--- config.mk ---
export PLATFORM = sky130hd
export DESIGN_NAME = sweep_tester
export DESIGN_NICKNAME = d
export VERILOG_FILES = /design/src/rtl/sweep_pkg.sv /design/src/rtl/sweep_counter.sv /design/src/rtl/sweep_compare.sv /design/src/rtl/sweep_fsm.sv /design/src/rtl/sweep_tester.sv
export SDC_FILE = /design/constraint.sdc
export NUM_CORES = 1
export LEC_CHECK = 0
export CELL_PAD_IN_SITES_DETAIL_PLACEMENT = 1
export CELL_PAD_IN_SITES_GLOBAL_PLACEMENT = 1
export CORE_MARGIN = 1.5
export CORE_UTILIZATION = 37
export CTS_CLUSTER_SIZE = 24
export DETAILED_ROUTE_END_ITERATION = 8
export PLACE_DENSITY_LB_ADDON = 0.1
export SLEW_MARGIN = 20
export SYNTH_ARGS = -nofsm -noshare
export SYNTH_HDL_FRONTEND = slang
export SYNTH_SLANG_ARGS = --single-unit
--- constraint.sdc ---
create_clock -name clk -period 1.8 [get_ports clk]
set_input_delay 0.18 -clock clk [delete_from_list [all_inputs] [get_ports clk]]
set_output_delay 0.18 -clock clk [all_outputs]
set_load 0.05 [all_outputs]
--- src/rtl/sweep_pkg.sv ---
package sweep_pkg;
  typedef enum logic [2:0] {
    ST_IDLE,
    ST_WR_ISSUE,
    ST_WR_WAIT,
    ST_RD_ISSUE,
    ST_RD_WAIT
  } sweep_state_t;
endpackage

--- src/rtl/sweep_counter.sv ---
module sweep_counter #(
  parameter int ADDR_W = 13,
  parameter int DEPTH  = 8192
) (
  input  logic              clk,
  input  logic              rst,
  input  logic              clr,
  input  logic              inc,
  output logic [ADDR_W-1:0] cnt,
  output logic              at_last
);
  localparam logic [ADDR_W-1:0] LAST = ADDR_W'(DEPTH - 1);

  assign at_last = (cnt == LAST);

  always_ff @(posedge clk) begin
    if (rst || clr) begin
      cnt <= '0;
    end else if (inc) begin
      // wrap to zero so the read sweep restarts at the bottom
      cnt <= at_last ? '0 : cnt + 1'b1;
    end
  end
endmodule

--- src/rtl/sweep_compare.sv ---
module sweep_compare #(
  parameter int ADDR_W = 13,
  parameter int DATA_W = 8
) (
  input  logic [ADDR_W-1:0] addr,
  input  logic [DATA_W-1:0] rdata,
  output logic [DATA_W-1:0] pattern,
  output logic              match
);
  generate
    if (DATA_W <= ADDR_W) begin : g_trunc
      assign pattern = addr[DATA_W-1:0];
    end else begin : g_extend
      assign pattern = {{(DATA_W-ADDR_W){1'b0}}, addr};
    end
  endgenerate

  assign match = (rdata == pattern);
endmodule

--- src/rtl/sweep_fsm.sv ---
module sweep_fsm
  import sweep_pkg::*;
#(
  parameter int ADDR_W = 13,
  parameter int DATA_W = 8
) (
  input  logic              clk,
  input  logic              rst,
  input  logic              start_i,
  input  logic              mem_done_i,
  input  logic [DATA_W-1:0] mem_rdata_i,
  input  logic [ADDR_W-1:0] cnt,
  input  logic              at_last,
  input  logic [DATA_W-1:0] pattern,
  input  logic              match,
  output logic              cnt_clr,
  output logic              cnt_inc,
  output logic [ADDR_W-1:0] mem_addr_o,
  output logic [DATA_W-1:0] mem_wdata_o,
  output logic              mem_wr_o,
  output logic              mem_rd_o,
  output logic              busy_o,
  output logic              done_o,
  output logic              pass_o,
  output logic              fail_o,
  output logic [ADDR_W-1:0] fail_addr_o,
  output logic [DATA_W-1:0] fail_data_o
);
  sweep_state_t state;

  assign busy_o  = (state != ST_IDLE);
  assign cnt_clr = (state == ST_IDLE) && start_i;
  assign cnt_inc = ((state == ST_WR_WAIT) || (state == ST_RD_WAIT)) && mem_done_i;

  always_ff @(posedge clk) begin
    if (rst) begin
      state       <= ST_IDLE;
      mem_addr_o  <= '0;
      mem_wdata_o <= '0;
      mem_wr_o    <= 1'b0;
      mem_rd_o    <= 1'b0;
      done_o      <= 1'b0;
      pass_o      <= 1'b0;
      fail_o      <= 1'b0;
      fail_addr_o <= '0;
      fail_data_o <= '0;
    end else begin
      case (state)
        ST_IDLE: begin
          if (start_i) begin
            done_o      <= 1'b0;
            pass_o      <= 1'b0;
            fail_o      <= 1'b0;
            fail_addr_o <= '0;
            fail_data_o <= '0;
            mem_addr_o  <= '0;
            mem_wdata_o <= '0;
            mem_wr_o    <= 1'b1;
            state       <= ST_WR_WAIT;
          end
        end
        ST_WR_ISSUE: begin
          mem_addr_o  <= cnt;
          mem_wdata_o <= pattern;
          mem_wr_o    <= 1'b1;
          state       <= ST_WR_WAIT;
        end
        ST_WR_WAIT: begin
          if (mem_done_i) begin
            mem_wr_o <= 1'b0;
            state    <= at_last ? ST_RD_ISSUE : ST_WR_ISSUE;
          end
        end
        ST_RD_ISSUE: begin
          mem_addr_o <= cnt;
          mem_rd_o   <= 1'b1;
          state      <= ST_RD_WAIT;
        end
        ST_RD_WAIT: begin
          if (mem_done_i) begin
            mem_rd_o <= 1'b0;
            if (!match) begin
              fail_addr_o <= cnt;
              fail_data_o <= mem_rdata_i;
              fail_o      <= 1'b1;
              done_o      <= 1'b1;
              state       <= ST_IDLE;
            end else if (at_last) begin
              pass_o <= 1'b1;
              done_o <= 1'b1;
              state  <= ST_IDLE;
            end else begin
              state <= ST_RD_ISSUE;
            end
          end
        end
        default: state <= ST_IDLE;
      endcase
    end
  end
endmodule

--- src/rtl/sweep_tester.sv ---
module sweep_tester #(
  parameter int ADDR_W = 13,
  parameter int DEPTH  = 8192,
  parameter int DATA_W = 8
) (
  input  logic              clk,
  input  logic              rst,
  input  logic              start_i,
  input  logic              mem_done_i,
  input  logic [DATA_W-1:0] mem_rdata_i,
  output logic [ADDR_W-1:0] mem_addr_o,
  output logic [DATA_W-1:0] mem_wdata_o,
  output logic              mem_wr_o,
  output logic              mem_rd_o,
  output logic              busy_o,
  output logic              done_o,
  output logic              pass_o,
  output logic              fail_o,
  output logic [ADDR_W-1:0] fail_addr_o,
  output logic [DATA_W-1:0] fail_data_o
);
  logic [ADDR_W-1:0] cnt;
  logic              at_last;
  logic              cnt_clr;
  logic              cnt_inc;
  logic [DATA_W-1:0] pattern;
  logic              match;

  sweep_counter #(.ADDR_W(ADDR_W), .DEPTH(DEPTH)) i_cnt (
    .clk(clk), .rst(rst), .clr(cnt_clr), .inc(cnt_inc),
    .cnt(cnt), .at_last(at_last)
  );

  sweep_compare #(.ADDR_W(ADDR_W), .DATA_W(DATA_W)) i_cmp (
    .addr(cnt), .rdata(mem_rdata_i), .pattern(pattern), .match(match)
  );

  sweep_fsm #(.ADDR_W(ADDR_W), .DATA_W(DATA_W)) i_fsm (
    .clk(clk), .rst(rst), .start_i(start_i), .mem_done_i(mem_done_i),
    .mem_rdata_i(mem_rdata_i), .cnt(cnt), .at_last(at_last),
    .pattern(pattern), .match(match), .cnt_clr(cnt_clr), .cnt_inc(cnt_inc),
    .mem_addr_o(mem_addr_o), .mem_wdata_o(mem_wdata_o),
    .mem_wr_o(mem_wr_o), .mem_rd_o(mem_rd_o), .busy_o(busy_o),
    .done_o(done_o), .pass_o(pass_o), .fail_o(fail_o),
    .fail_addr_o(fail_addr_o), .fail_data_o(fail_data_o)
  );
endmodule

### Word level (Yosys, flattened, before mapping)

Cells that the tools add are included.

| cells by class | value |
|---|---|
| muxes and demuxes | 33 |
| reductions and logical operators | 20 |
| add/subtract/negate cells | 1 |
| equality and inequality tests | 13 |

Operators with widths:

| cell | number |
|---|---|
| 13-bit 2-to-1 mux | 4 |
| 13-bit one-hot mux with 2 select lines | 2 |
| 8-bit one-hot mux with 2 select lines | 2 |
| 8-bit 2-to-1 mux | 3 |
| 3-bit one-hot mux with 5 select lines | 1 |
| 13-bit by 1-bit adder with 13-bit output, second input constant | 1 |
| 13-bit equality test, second input constant | 1 |
| 3-bit 2-to-1 mux | 4 |
| 1-bit 2-to-1 mux | 10 |
| 2-bit != test, second input constant | 5 |
| 8-bit equality test | 1 |
| 1-bit one-hot mux with 2 select lines | 4 |
| 4-bit AND reduction | 2 |
| 2-bit nonzero test | 4 |
| 3-bit by 2-bit equality test with 1-bit output, second input constant | 2 |
| 2-bit AND reduction | 3 |
| 3-bit AND reduction | 2 |
| 3-bit nonzero test | 2 |
| 5-bit AND reduction | 1 |
| 2-bit 2-to-1 mux | 2 |
| 3-bit by 1-bit equality test with 1-bit output, second input constant | 1 |
| 3-bit equality test, second input constant | 1 |
| 3-bit logical NOT | 1 |
| 3-bit != test, second input constant | 1 |
| other kinds (5) | 7 |

| storage, ports and cells | value |
|---|---|
| output and inout bits | 48 |
| input port bits | 12 |
| word-level logic and storage cells | 78 |
| bits in registers | 63 |

### Logic depth before layout (Yosys ltp)

Gate-level depths: netlist (run 1).

| depth | value |
|---|---|
| word-level depth | 5 |
| gate-level depth with buffers | 7 |
| gate-level depth less buffers | 6 |

### Cells and area by module

From an unflattened synthesis (run 1), not the netlist that was laid out.

| unflattened totals | value |
|---|---|
| cells, all modules | 259 |
| area, all modules | 2636.3 um^2 |

By module, submodules not included:

| module | seq. area each (um^2) | instances | cells an instance | area each (um^2) |
|---|---|---|---|---|
| sweep_fsm | 1001.0 | 1 | 175 | 1863.0 |
| sweep_counter | 260.2 | 1 | 65 | 626.9 |
| sweep_compare | 0.0 | 1 | 19 | 146.4 |

### Worst setup path before layout (run 1)

OpenSTA, ideal clock, no wires.

| timing path | value |
|---|---|
| kind | register -> register |
| from | register i_cnt.cnt[1] |
| to | register i_fsm.state[1] |
| setup time | 103 ps |
| buffers on the path | 0 |
| path slack | 120 ps |
| arrival | 1576 ps |
| data required time | 1697 ps |
| period minus slack after synthesis | 1680 ps |
| cell stages (with the launch flop) | 7 |
| cell sequence | dfxtp_1 > ha_1 > nand4_1 > or3_4 > a31oi_1 > a31oi_1 > a2111oi_2 |

| on the way | value |
|---|---|
| cells in the longest elaborated chain, start to end | 5 |
| elaborated cells on any way between the ends | 8 |
| classes of those cells | 2 x eq/ne; 6 x mux |

Ends and longest elaborated chain:

| what | line | text |
|---|---|---|
| start, declared | sweep_counter.sv:9 | `output logic [ADDR_W-1:0] cnt,` |
| start signal, assigned | sweep_counter.sv:21 | `cnt <= at_last ? '0 : cnt + 1'b1;` |
| 13-bit equality test | sweep_counter.sv:14 | `assign at_last = (cnt == LAST);` |
| 2-bit 2-to-1 mux | sweep_fsm.sv:88 | `end else if (at_last) begin` |
| 3-bit 2-to-1 mux | sweep_fsm.sv:82 | `if (!match) begin` |
| 3-bit 2-to-1 mux | sweep_fsm.sv:80 | `if (mem_done_i) begin` |
| 3-bit one-hot mux with 5 select lines * | sweep_fsm.sv:48 | `case (state)` |
| end signal, assigned | sweep_fsm.sv:71 | `state <= at_last ? ST_RD_ISSUE : ST_WR_ISSUE;` |
| end, declared | sweep_fsm.sv:29 | `sweep_state_t state;` |

Mark *: on every way between the ends. The rest lies on a longest branch, timed or not. The select of a mux whose other input is x is not followed.
A chain may end at the register's enable or synchronous reset.

### Worst setup path after layout (run 1)

| timing path | value |
|---|---|
| from | register i_fsm.done_o |
| to | output done_o |

RTL lines:

| what | line | text |
|---|---|---|
| start, declared | sweep_fsm.sv:23 | `output logic done_o,` |
| start signal, assigned | sweep_fsm.sv:42 | `done_o <= 1'b0;` |
| start signal, assigned | sweep_fsm.sv:51 | `done_o <= 1'b0;` |
| start signal, assigned | sweep_fsm.sv:86 | `done_o <= 1'b1;` |
| end, declared | sweep_tester.sv:16 | `output logic done_o,` |

No word-level cell between the ends.

==> metrics.txt, run 1 <==
Slew HR 65.2%; area growth from synthesis to final layout 46.0%; Crit path arrival time 1.54 ns; Worst-Skew Late Latency 0.34 ns; nets@finish 371; antenna-violating nets left 0; Final Core Density 57.0%; Max IR drop VDD 0.000414 V; final hold viol count 0; Worst-Margin Slew 0.521 ns; PortBufs 59; Fmax 583 MHz; cell area after synthesis 2530 um^2; Placed Instances 424; Vias 2304; hold path cells 1; top_reg_cell synth dfxtp_1; syn_area_per_cell 9.42 um^2; setup bufs post-CTS 0; hold_sp i_fsm.fail_o; synth unique cells 36; Initial DRC Count 85; warnings from Yosys 0; FF-to-FF Start i_cnt.cnt[5]; Core Region 6490 um^2; share of flip-flops with an asynchronous set or reset 0%; peak per-stage delay on the critical path 0.82 ns; Syn Inst Count 269; Lkg Pwr 1.40 nW; multi-input combinational cell area 1160 um^2; # hold bufs at CTS 0; Die Area 7350 um^2; # diodes 0; worst path cell trace clkdlybuf4s50_1; Final Skew 0.00817 ns; FF/Latch Area 1260 um^2; Filler cells 730; Worst Path Buf+Inv 1; Top delay family on crit path buffers and inverters; MaxCap Viol Count 0; CP max stage cell clkdlybuf4s50_1; FF-to-FF End i_cnt.cnt[4]; share of cells above drive strength 1 18.5%; largest net degree at the start of global routing 28; fin crit period 1.72 ns; Final Non-Filler Cells 440; Core Rows 29; WS Path Type register to output port; CTS Root Cell clkbuf_8; CP startpoint kind register; worst r2r path cells 7; Worst Hold Class register to register; Worst Hold End i_fsm.fail_o; total wire length 7200 um; Die W 85.8 um; sequential share of the synthesized area 49.8%; CTS clk-pin slew, worst paths 0.07 ns; Longest Clk Path Bufs 2; CTS tree yes; endpoints failing setup 0; hold_ws 0.454 ns; final critical-path share of the clock period 95.3%; IO Pins 60; total power 3.10 mW; first-pass GRT wire length 11700 um; H-tree Lvls 3; RSZ-0062 raised after global routing no; WL per Instance 16.4 um; Resize count post-CTS 0; Slew Viols, Final 0; syn_nets 282; detailed placement HPWL 5230 um; Post-route DRC 0; crit end category output port; CTS sink cnt 63; PwrDens 839 nW/um^2; initial antenna violation count 0; gr usage total 20.8%; EDFF count, synth 0; number of vias per cell 5.24; status finished clean; Crit path required time 1.62 ns; Die Ht 85.8 um; DRT Pass-1 Iters 4; Seq cells post-synth 63; starting density of the core 39.0%; RD Place Congestion 0.816; total CTS buffers 9; crit path max fanout 4; CP Depth 1; reg-to-reg slack, setup 0.13 ns; gr ovfl total 0; vias in the first global route 2295
per-layer routing:
layer | global-route usage (%) | vias up | share of wire (%) | wire length (um)
met2 | 34.1 | 68 | 48 | 3490
li1 | - | 1126 | - | -
met5 | 0 | - | 0 | 0
met1 | 26.9 | 1105 | 45 | 3270
met3 | 3.46 | 5 | 5.1 | 367
met4 | 9.68 | 0 | 0.93 | 67
how the worst max path moves through the flow:
stage                         startpoint              to  slack (ns)
after floorplan             i_cnt.cnt[1]  i_fsm.state[1]        0.12
after global placement        mem_done_i   i_cnt.cnt[12]       -0.03
after detailed placement  mem_rdata_i[4]  i_fsm.state[1]       -0.13
after CTS                   i_fsm.done_o          done_o        0.06
after global routing        i_cnt.cnt[1]  i_fsm.state[1]       0.006
final                       i_fsm.done_o          done_o        0.08
flip-flops by register name, indices dropped and copies added, names as in the netlist:
signal	cells
i_fsm.done_o	1
i_fsm.mem_rd_o	1
i_fsm.mem_wdata_o	8
i_fsm.pass_o	1
i_fsm.fail_data_o	8
i_cnt.cnt	13
i_fsm.mem_wr_o	1
i_fsm.fail_addr_o	13
i_fsm.fail_o	1
i_fsm.state	3
i_fsm.mem_addr_o	13
worst register-to-register path, cell delays in order, from the launching register on:
cell	delay [ns]
dfxtp_1	0.48
nand4_4	0.13
buf_4	0.17
nor3_1	0.34
nand2_1	0.10
nand2_1	0.14
buf_12	0.14
nor2_1	0.06
final cells by class:
class                      instances  area share [%]
clock buffer                      10            3.72
clock inverter                     6            2.50
inverter                           2           0.203
multi-input combinational        183            31.5
sequential                        63            34.1
tap                               77            2.60
timing repair buffer              99            25.4
synthesized netlist by cell type, types with 6 or more instances:
cell	instances	share of area [%]
dfxtp_1	63	50
nor2b_1	12	3.0
nand2_1	17	2.5
a21oi_1	6	1.2
clkbuf_1	7	1.0
buf_2	13	2.6
xor2_1	8	2.8
nor2_1	39	5.8
xnor2_1	13	4.5
a22oi_1	12	3.6
a22o_1	21	7.3
nor3_1	8	1.6
a31oi_1	11	2.7
where the power goes:
group	internal [mW]	switching, mW
logic	0.124	0.161
clock network	0.824	0.577
registers	1.40	0.0136
cell families (layout without fill, tap and decap cells):
family | Yosys count | in the layout | synth area share [%]
adder cells (fa/ha/maj) | 1 | 1 | 0.494
flip-flops | 63 | 63 | 49.8
AND/OR/NAND/NOR | 100 | 100 | 19.7
multiplexers | 1 | 1 | 0.395
buffers and inverters | 23 | 117 | 4.35
AO/OA/AOI/OAI | 60 | 60 | 18.0
XOR/XNOR | 21 | 21 | 7.26
through the flow:
step | setup WS (ns) | instance area, um^2 | TNS, ns
6_report | 0.0841 | 3700 | 0
4_1_cts | 0.0596 | 3700 | 0
5_1_grt | 0.00564 | 3700 | 0
2_1_floorplan | 0.120 | 2530 | 0
3_5_place_dp | -0.129 | 3470 | -1.06
3_3_place_gp | -0.0326 | 3470 | -0.0462
layout by cell type (no fill, tap or decap), types with 10 or more instances in the layout:
master | netlist | layout
a22oi_1 | 12 | 12
a22o_1 | 21 | 21
dfxtp_1 | 63 | 62
nor2b_1 | 12 | 12
buf_4 | 0 | 37
clkbuf_8 | 0 | 10
xnor2_1 | 13 | 13
a31oi_1 | 11 | 11
nor2_1 | 39 | 38
clkdlybuf4s50_1 | 0 | 58
nand2_1 | 17 | 17
No activity file was read; power rests on OpenSTA's default activity.
==> inputs of run 2 (changes only) <==
Settings changed: SETUP_SLACK_MARGIN set to 0.05.
==> run 2 against run 1 <==
  * Cell count up 0.45%
  * Critical path type unchanged
  * Combinational power up 2%
  * Routed wire length up 2.4%
  * Critical endpoint is now pass_o
  * Non-clock buffer count up 2
==> metrics.txt, run 2 (same netlist as run 1, synthesis figures left out) <==
status finished clean; number of vias per cell 5.27; Post-route DRC 0; Die W 85.8 um; RSZ-0062 raised after global routing yes; Crit path required time 1.62 ns; CTS tree yes; # hold bufs at CTS 0; Worst-Skew Late Latency 0.34 ns; Fmax 590 MHz; worst path cell trace clkdlybuf4s50_1; initial antenna violation count 0; CTS Root Cell clkbuf_8; Core Rows 29; Placed Instances 424; area growth from synthesis to final layout 48.4%; crit end category output port; Final Non-Filler Cells 442; Regs by FF count i_cnt.cnt: 13 flops, i_fsm.fail_addr_o: 13 flops, i_fsm.mem_addr_o: 13 flops; crit path max fanout 3; DRT Pass-1 Iters 4; largest net degree at the start of global routing 28; share of cells above drive strength 1 20.0%; nets@finish 373; PortBufs 59; gr ovfl total 0; PwrDens 827 nW/um^2; CTS sink cnt 63; Initial DRC Count 118; WS Path Type register to output port; Worst Path Buf+Inv 1; final critical-path share of the clock period 94.1%; detailed placement HPWL 5230 um; commonest non-fill, non-tap cell in the layout dfxtp_1; first-pass GRT wire length 11700 um; Worst-Margin Slew 0.520 ns; H-tree Lvls 3; CP max stage cell clkdlybuf4s50_1; IO Pins 60; vias in the first global route 2295; final hold viol count 0; endpoints failing setup 0; Lkg Pwr 1.44 nW; RD Place Congestion 0.816; antenna-violating nets left 0; starting density of the core 39.0%; CP startpoint kind register; peak per-stage delay on the critical path 0.81 ns; MaxCap Viol Count 0; Filler cells 722; Vias 2330; # diodes 0; gr usage total 20.8%; Top delay family on crit path buffers and inverters; Die Ht 85.8 um; Longest Clk Path Bufs 2; Max IR drop VDD 0.000410 V; Cell Area, Placed 3470 um^2; CP Launch Point i_fsm.pass_o; fin crit period 1.69 ns; WL per Instance 16.7 um; Crit path arrival time 1.51 ns; CTS clk-pin slew, worst paths 0.07 ns; Slew HR 65.2%; total wire length 7370 um; FF-to-FF Start i_cnt.cnt[4]; total CTS buffers 9; Worst Hold Class register to register; Final Skew 0.00892 ns; Slew Viols, Final 0; commonest non-fill, non-tap cells in the layout 61 x dfxtp_1, 56 x clkdlybuf4s50_1, 38 x nor2_1; Final Cell Area 3760 um^2; Die Area 7350 um^2; hold_sp i_fsm.fail_o; Core Region 6490 um^2
==> run 2: final timing paths <==
kind	endpoint	slack (ns)	cells after the start
worst max register to register	i_fsm.fail_data_o[1]	0.12	5
worst min register to register	i_fsm.fail_o	0.45	1
worst min-delay path	i_fsm.fail_o	0.45	1
worst max-delay path	pass_o	0.11	1
==> run 2: repair_timing <==
action | CTS | global route
gates resized for setup | 0 | 11
buffers inserted | 0 | 2
setup endpoints to repair | 0 | 27
endpoints found under the hold margin | 0 | 0
==> run 2: through the flow <==
stage	setup TNS, ns	hold WS [ns]	worst slack (ns)	power (mW)	util [%]
4_1_cts	0	0.458	0.0596	3.14	56.9
6_report	0	0.453	0.105	3.11	57.9
3_5_place_dp	-1.06	0.440	-0.129	1.73	53.4
3_3_place_gp	-0.0462	0.433	-0.0326	1.73	53.4
2_1_floorplan	0	0.306	0.120	1.59	-
5_1_grt	-0.0229	0.493	-0.0229	3.23	57.9
==> run 2: metal layers <==
metal | GRT usage [%] | part of all wire (%) | vias to the layer above
met5 | 0 | 0 | -
li1 | - | - | 1124
met2 | 34.1 | 47 | 67
met4 | 9.68 | 1.3 | 0
met3 | 3.46 | 5.2 | 8
met1 | 26.9 | 46 | 1131
==> run 2: area by class of cell <==
| class | instances | area (um^2) | area share, % |
|---|---|---|---|
| flip-flops and latches | 63 | 1260 | 33.6 |
| well taps | 77 | 96.3 | 2.56 |
| inverters | 2 | 7.51 | 0.200 |
| multi-input cells | 183 | 1200 | 31.8 |
| repair buffers | 101 | 966 | 25.7 |
| clock inverters | 6 | 92.6 | 2.46 |
| clock buffers | 10 | 138 | 3.66 |
==> run 2: report_power, final <==
group          leakage [nW]  internal, mW  switching (mW)
clock network         0.109         0.824           0.576
registers             0.509          1.40          0.0158
logic                 0.825         0.129           0.164
total                  1.44          2.36           0.755
